<file path="src/rtl/bus_prio_arbiter_pkg.sv">
package bus_prio_arbiter_pkg;
  localparam int N_USB   = 3;
  localparam int N_MST   = 5 + N_USB;
  localparam int N_GNT   = N_MST + 1;
  localparam int N_CLS   = 6;
  localparam int IDX_CPU = 0;
  localparam int IDX_DMA = 1;
  localparam int IDX_USB = 2;
  localparam int IDX_MAC = IDX_USB + N_USB;
  localparam int IDX_RAS = IDX_MAC + 1;
  localparam int IDX_CUR = IDX_RAS + 1;
  localparam int IDX_DUM = N_MST;
  localparam int OWN_W   = $clog2(N_GNT);

  typedef enum logic [2:0] {
    CL_CPU = 3'd0, CL_DMA = 3'd1, CL_USB = 3'd2,
    CL_MAC = 3'd3, CL_RAS = 3'd4, CL_CUR = 3'd5
  } cls_e;

  // Class held by a priority slot (slot 0 highest) in a given scheme.
  function automatic cls_e slot_class(input logic [1:0] sch, input int slot);
    logic [3*N_CLS-1:0] ord;
    case (sch)
      2'd0:    ord = {3'd4, 3'd0, 3'd1, 3'd2, 3'd3, 3'd5};
      2'd1:    ord = {3'd0, 3'd1, 3'd2, 3'd3, 3'd5, 3'd4};
      2'd2:    ord = {3'd0, 3'd4, 3'd5, 3'd2, 3'd3, 3'd1};
      default: ord = {3'd0, 3'd5, 3'd2, 3'd3, 3'd1, 3'd4};
    endcase
    return cls_e'(ord[slot*3 +: 3]);
  endfunction

  // One-hot grant for a winning class; USB picks its lowest requester.
  function automatic logic [N_GNT-1:0] class_grant(input cls_e c,
                                                   input logic [N_MST-1:0] e);
    logic [N_GNT-1:0] g;
    g = '0;
    case (c)
      CL_CPU: g[IDX_CPU] = 1'b1;
      CL_DMA: g[IDX_DMA] = 1'b1;
      CL_MAC: g[IDX_MAC] = 1'b1;
      CL_RAS: g[IDX_RAS] = 1'b1;
      CL_CUR: g[IDX_CUR] = 1'b1;
      default: begin
        for (int u = N_USB - 1; u >= 0; u--)
          if (e[IDX_USB + u]) begin
            g = '0;
            g[IDX_USB + u] = 1'b1;
          end
      end
    endcase
    return g;
  endfunction
endpackage

</file>
<file path="src/rtl/arb_eligibility.sv">
module arb_eligibility
  import bus_prio_arbiter_pkg::*;
(
  input  logic [N_MST-1:0] req,
  input  logic             halt,
  input  logic             irq,
  input  logic             fiq,
  input  logic [2:0]       degrant_en,
  output logic [N_MST-1:0] elig,
  output logic             int_pending
);
  assign int_pending = irq | fiq;

  always_comb begin
    elig = req;
    if (halt) elig[IDX_CPU] = 1'b0;
    if (int_pending && degrant_en[0]) elig[IDX_DMA] = 1'b0;
    if (int_pending && degrant_en[1]) elig[IDX_USB +: N_USB] = '0;
    if (int_pending && degrant_en[2]) elig[IDX_MAC] = 1'b0;
  end

  always_comb begin
    assert_halt_mask_R8: assert (!(halt && elig[IDX_CPU]));
  end
endmodule

</file>
<file path="src/rtl/arb_select.sv">
module arb_select
  import bus_prio_arbiter_pkg::*;
(
  input  logic [N_MST-1:0] elig,
  input  logic [1:0]       sch,
  input  logic             halt,
  input  logic             standby,
  output logic [N_GNT-1:0] nxt,
  output logic             any_elig
);
  logic [N_CLS-1:0] cls_req;
  logic             win_vld;
  cls_e             win_cls;

  assign cls_req[CL_CPU] = elig[IDX_CPU];
  assign cls_req[CL_DMA] = elig[IDX_DMA];
  assign cls_req[CL_USB] = |elig[IDX_USB +: N_USB];
  assign cls_req[CL_MAC] = elig[IDX_MAC];
  assign cls_req[CL_RAS] = elig[IDX_RAS];
  assign cls_req[CL_CUR] = elig[IDX_CUR];
  assign any_elig = |cls_req;

  always_comb begin
    win_vld = 1'b0;
    win_cls = CL_CPU;
    for (int s = N_CLS - 1; s >= 0; s--)
      if (cls_req[slot_class(sch, s)]) begin
        win_vld = 1'b1;
        win_cls = slot_class(sch, s);
      end
  end

  always_comb begin
    nxt = '0;
    if (standby)      nxt[IDX_DUM] = 1'b1;
    else if (win_vld) nxt = class_grant(win_cls, elig);
    else if (halt)    nxt[IDX_DUM] = 1'b1;
    else              nxt[IDX_CPU] = 1'b1;
  end

  always_comb begin
    assert_pick_onehot_R2: assert ($countones(nxt) == 1);
  end
endmodule

</file>
<file path="src/rtl/bus_prio_arbiter.sv">
module bus_prio_arbiter
  import bus_prio_arbiter_pkg::*;
(
  input  logic             clk,
  input  logic             rst_n,
  input  logic             ready,
  input  logic [7:0]       req,
  input  logic [1:0]       prio_sel,
  input  logic [2:0]       degrant_en,
  input  logic             irq,
  input  logic             fiq,
  input  logic             halt,
  input  logic             standby,
  output logic [8:0]       grant,
  output logic [3:0]       owner
);
  logic [N_MST-1:0] elig;
  logic             int_pending;
  logic [N_GNT-1:0] nxt;
  logic             any_elig;
  logic [N_GNT-1:0] grant_q;

  arb_eligibility u_elig (
    .req(req), .halt(halt), .irq(irq), .fiq(fiq),
    .degrant_en(degrant_en), .elig(elig), .int_pending(int_pending)
  );

  arb_select u_sel (
    .elig(elig), .sch(prio_sel), .halt(halt), .standby(standby),
    .nxt(nxt), .any_elig(any_elig)
  );

  always_ff @(posedge clk) begin
    if (!rst_n)     grant_q <= N_GNT'(1);
    else if (ready) grant_q <= nxt;
  end

  always_comb begin
    owner = '0;
    for (int i = 0; i < N_GNT; i++)
      if (grant_q[i]) owner = OWN_W'(i);
  end

  assign grant = grant_q;

  assert_grant_onehot_R2: assert property (@(posedge clk) disable iff (!rst_n)
    $countones(grant_q) == 1);
  assert_owner_match_R2: assert property (@(posedge clk) disable iff (!rst_n)
    grant_q[owner]);
  assert_hold_no_ready_R3: assert property (@(posedge clk) disable iff (!rst_n)
    !ready |=> $stable(grant_q));
  assert_standby_dummy_R9: assert property (@(posedge clk) disable iff (!rst_n)
    ready && standby |=> grant_q[IDX_DUM]);
  assert_halt_no_cpu_R8: assert property (@(posedge clk) disable iff (!rst_n)
    ready && halt |=> !grant_q[IDX_CPU]);
  assert_dma_guard_R7: assert property (@(posedge clk) disable iff (!rst_n)
    ready && int_pending && degrant_en[0] |=> !grant_q[IDX_DMA]);
  assert_park_cpu_R6: assert property (@(posedge clk) disable iff (!rst_n)
    ready && !any_elig && !halt && !standby |=> grant_q[IDX_CPU]);
endmodule

</file>
<file path="config.mk">
export PLATFORM = sky130hd
export DESIGN_NAME = bus_prio_arbiter
export DESIGN_NICKNAME = d
export VERILOG_FILES = /design/src/rtl/bus_prio_arbiter_pkg.sv /design/src/rtl/arb_eligibility.sv /design/src/rtl/arb_select.sv /design/src/rtl/bus_prio_arbiter.sv
export SDC_FILE = /design/constraint.sdc
export NUM_CORES = 1
export LEC_CHECK = 0
export ABC_AREA = 1
export CORE_UTILIZATION = 46
export CTS_BUF_LIST = sky130_fd_sc_hd__clkbuf_4 sky130_fd_sc_hd__clkbuf_8
export CTS_CLUSTER_DIAMETER = 40
export CTS_CLUSTER_SIZE = 20
export DETAILED_ROUTE_END_ITERATION = 8
export GPL_TIMING_DRIVEN = 0
export PLACE_DENSITY = 0.82
export SLEW_MARGIN = 25
export SYNTH_ARGS = -nofsm -noshare
export SYNTH_HDL_FRONTEND = slang
export SYNTH_HIERARCHICAL = 1
export SYNTH_SLANG_ARGS = --single-unit
</file>
<file path="constraint.sdc">
create_clock -name clk -period 2.2 [get_ports clk]
set_input_delay 0.22 -clock clk [delete_from_list [all_inputs] [get_ports clk]]
set_output_delay 0.22 -clock clk [all_outputs]
set_load 0.02 [all_outputs]
</file>
==> results.toml <==
[global_routing]
grt_pass1_wl_um = 3484
grt_util_met3_pct = 7.059
grt_max_degree = 11
grt_busiest_layer = "met2"
grt_pass1_vias = 891
grtUsageTotal_pct = 22.47
grt-ovfl-total = 0
use_met1_pct = 27.44
met2_usage_pct = 38.89
antenna_found_initial = 0

[yosys]
yosysWarnings = 6
synth_area_per_cell_um2 = 5.724
synth_nets = 180
syn_inst = 160
syn_area_um2 = 915.9

[cells_and_area]
drive_gt1_share_pct = 16.58
largest_register_ffs = 9
final_common_cell = "nand2_1"
nNetsFinal = 214
area_growth_pct = 38.93
final_core_util_pct = 70.63
final_cell_mix = "nand2_1, clkdlybuf4s50_1, nor2_1, inv_1, nand3_1"
insertedDiodeCount = 0
fin_cells = 218

[clock_tree]
htreeDepth = 1
path_clk_slew_ns = 0.06
cts.path.max_buffers = 2
cts.sinks = 9
cts_setup_buffers = 0
clockRootBuffer = "clkbuf_4"
clk_latency_ns = 0.26
cts_tree = "built"
cts_made_buffers = 3

[pwr]
power_leakage_nw = 0.6115
p_total_uw = 574.0
vdd_drop_max_uv = 488.8
powerDensity_mw_per_mm2 = 451.1

[timing]
fin_crit_ns = 2.012
fin_worst_skew_ns = 0
fmax_ghz = 0.4970
setup-violations-final = 0
final_max_slew_viol_count = 0
min_period_over_period_pct = 91.45
hold_violations = 0
tightest_slew_ns = 0.2953
relSlewSlack_pct = 80.24

[placed_design]
gp_congestion = 0.8419
dpl.hpwl_um = 1840
place_inst = 214
io_buffers = 29

[routing]
postRouteAntennaNets = 0
avgRoutedWirePerCell_um = 10.39
num_vias = 1070
drt_wl_total_um = 2264
drtIter0Drc = 26
via_per_inst = 4.908
route.detailed.drc = 0
dr.pass1.iters = 4

[worst_setup_path]
crit_fanout = 4
start_kind = "input pin"
crit_required_ns = 2.35
end_kind = "flop"
crit_type = "input pin to flop"
rrSetupSlack_ns = 1.51
cp.arrival_ns = 2.16

[floorplan]
die_w_um = 46.62
die_area_mm2 = 0.002173
core_area_mm2 = 0.001802
die_y_um = 46.62
ios = 33
start_util_pct = 50.83
fp-row-count = 15

[run]
cap_violations = 0

[outcome]
outcome = "completed"

[min_path]
holdCritPathClass = "flop to flop"
## area by class of cell
| cell class | instances | area [um^2] |
|---|---|---|
| sequential | 9 | 180.2 |
| tap | 25 | 31.28 |
| buffer | 6 | 58.81 |
| fill | 172 | 529.3 |
| timing repair buffer | 29 | 290.3 |
| inverter | 29 | 108.9 |
| clock buffer | 4 | 30.03 |
| multi-input combinational | 116 | 573.1 |
## metrics by stage
| stage | cell area (um^2) | setup TNS [ns] | setup slack (ns) | hold WS [ns] |
|---|---|---|---|---|
| 2_1_floorplan | 915.9 | 0 | 0.6191 | 0.3041 |
| 3_3_place_gp | 1237 | -0.2734 | -0.09320 | 0.4458 |
| 3_5_place_dp | 1237 | -0.7483 | -0.1654 | 0.4510 |
| 4_1_cts | 1267 | 0 | 0.09113 | 0.4646 |
| 5_1_grt | 1272 | -0.005111 | -0.005111 | 0.4807 |
| 6_report | 1272 | 0 | 0.1880 | 0.4607 |
## worst max-delay path, cell delays in order
cell             delay (ns)
clkdlybuf4s50_1        0.50
nor2_4                 0.06
nor2_2                 0.11
nor2_1                 0.07
nor2_1                 0.16
nand2_2                0.12
nand2_1                0.11
nand2_1                0.06
nor2_1                 0.11
nand2_1                0.07
nand2_1                0.09
nand2_2                0.08
nand3_2                0.09
nor2_1                 0.05
o21ai_0                0.18
a21oi_1                0.06
## layer usage
layer  wire [um]  up-vias
li1            -      563
met1         998      465
met2        1143       42
met3         122        0
met4           0        0
met5           0        -
## worst paths after layout
check           start        to  cells past startpoint
max reg2reg  grant[8]  grant[8]                      2
max               fiq  grant[5]                     16
min reg2reg  grant[0]  grant[0]                      2
min          grant[0]  grant[0]                      2
## power breakdown
| part | leakage, nW | switching (mW) | internal (mW) |
|---|---|---|---|
| sequential | 0.0744 | 0.00774 | 0.173 |
| combinational | 0.519 | 0.139 | 0.113 |
| clock | 0.0184 | 0.0595 | 0.0823 |
| total | 0.612 | 0.206 | 0.368 |
## timing repair
| action | in CTS | in global routing |
|---|---|---|
| hold buffers | 0 | 0 |
| gates resized for setup | 0 | 2 |
| endpoints found under the setup margin | 0 | 4 |
No activity file was read; power rests on OpenSTA's default activity.
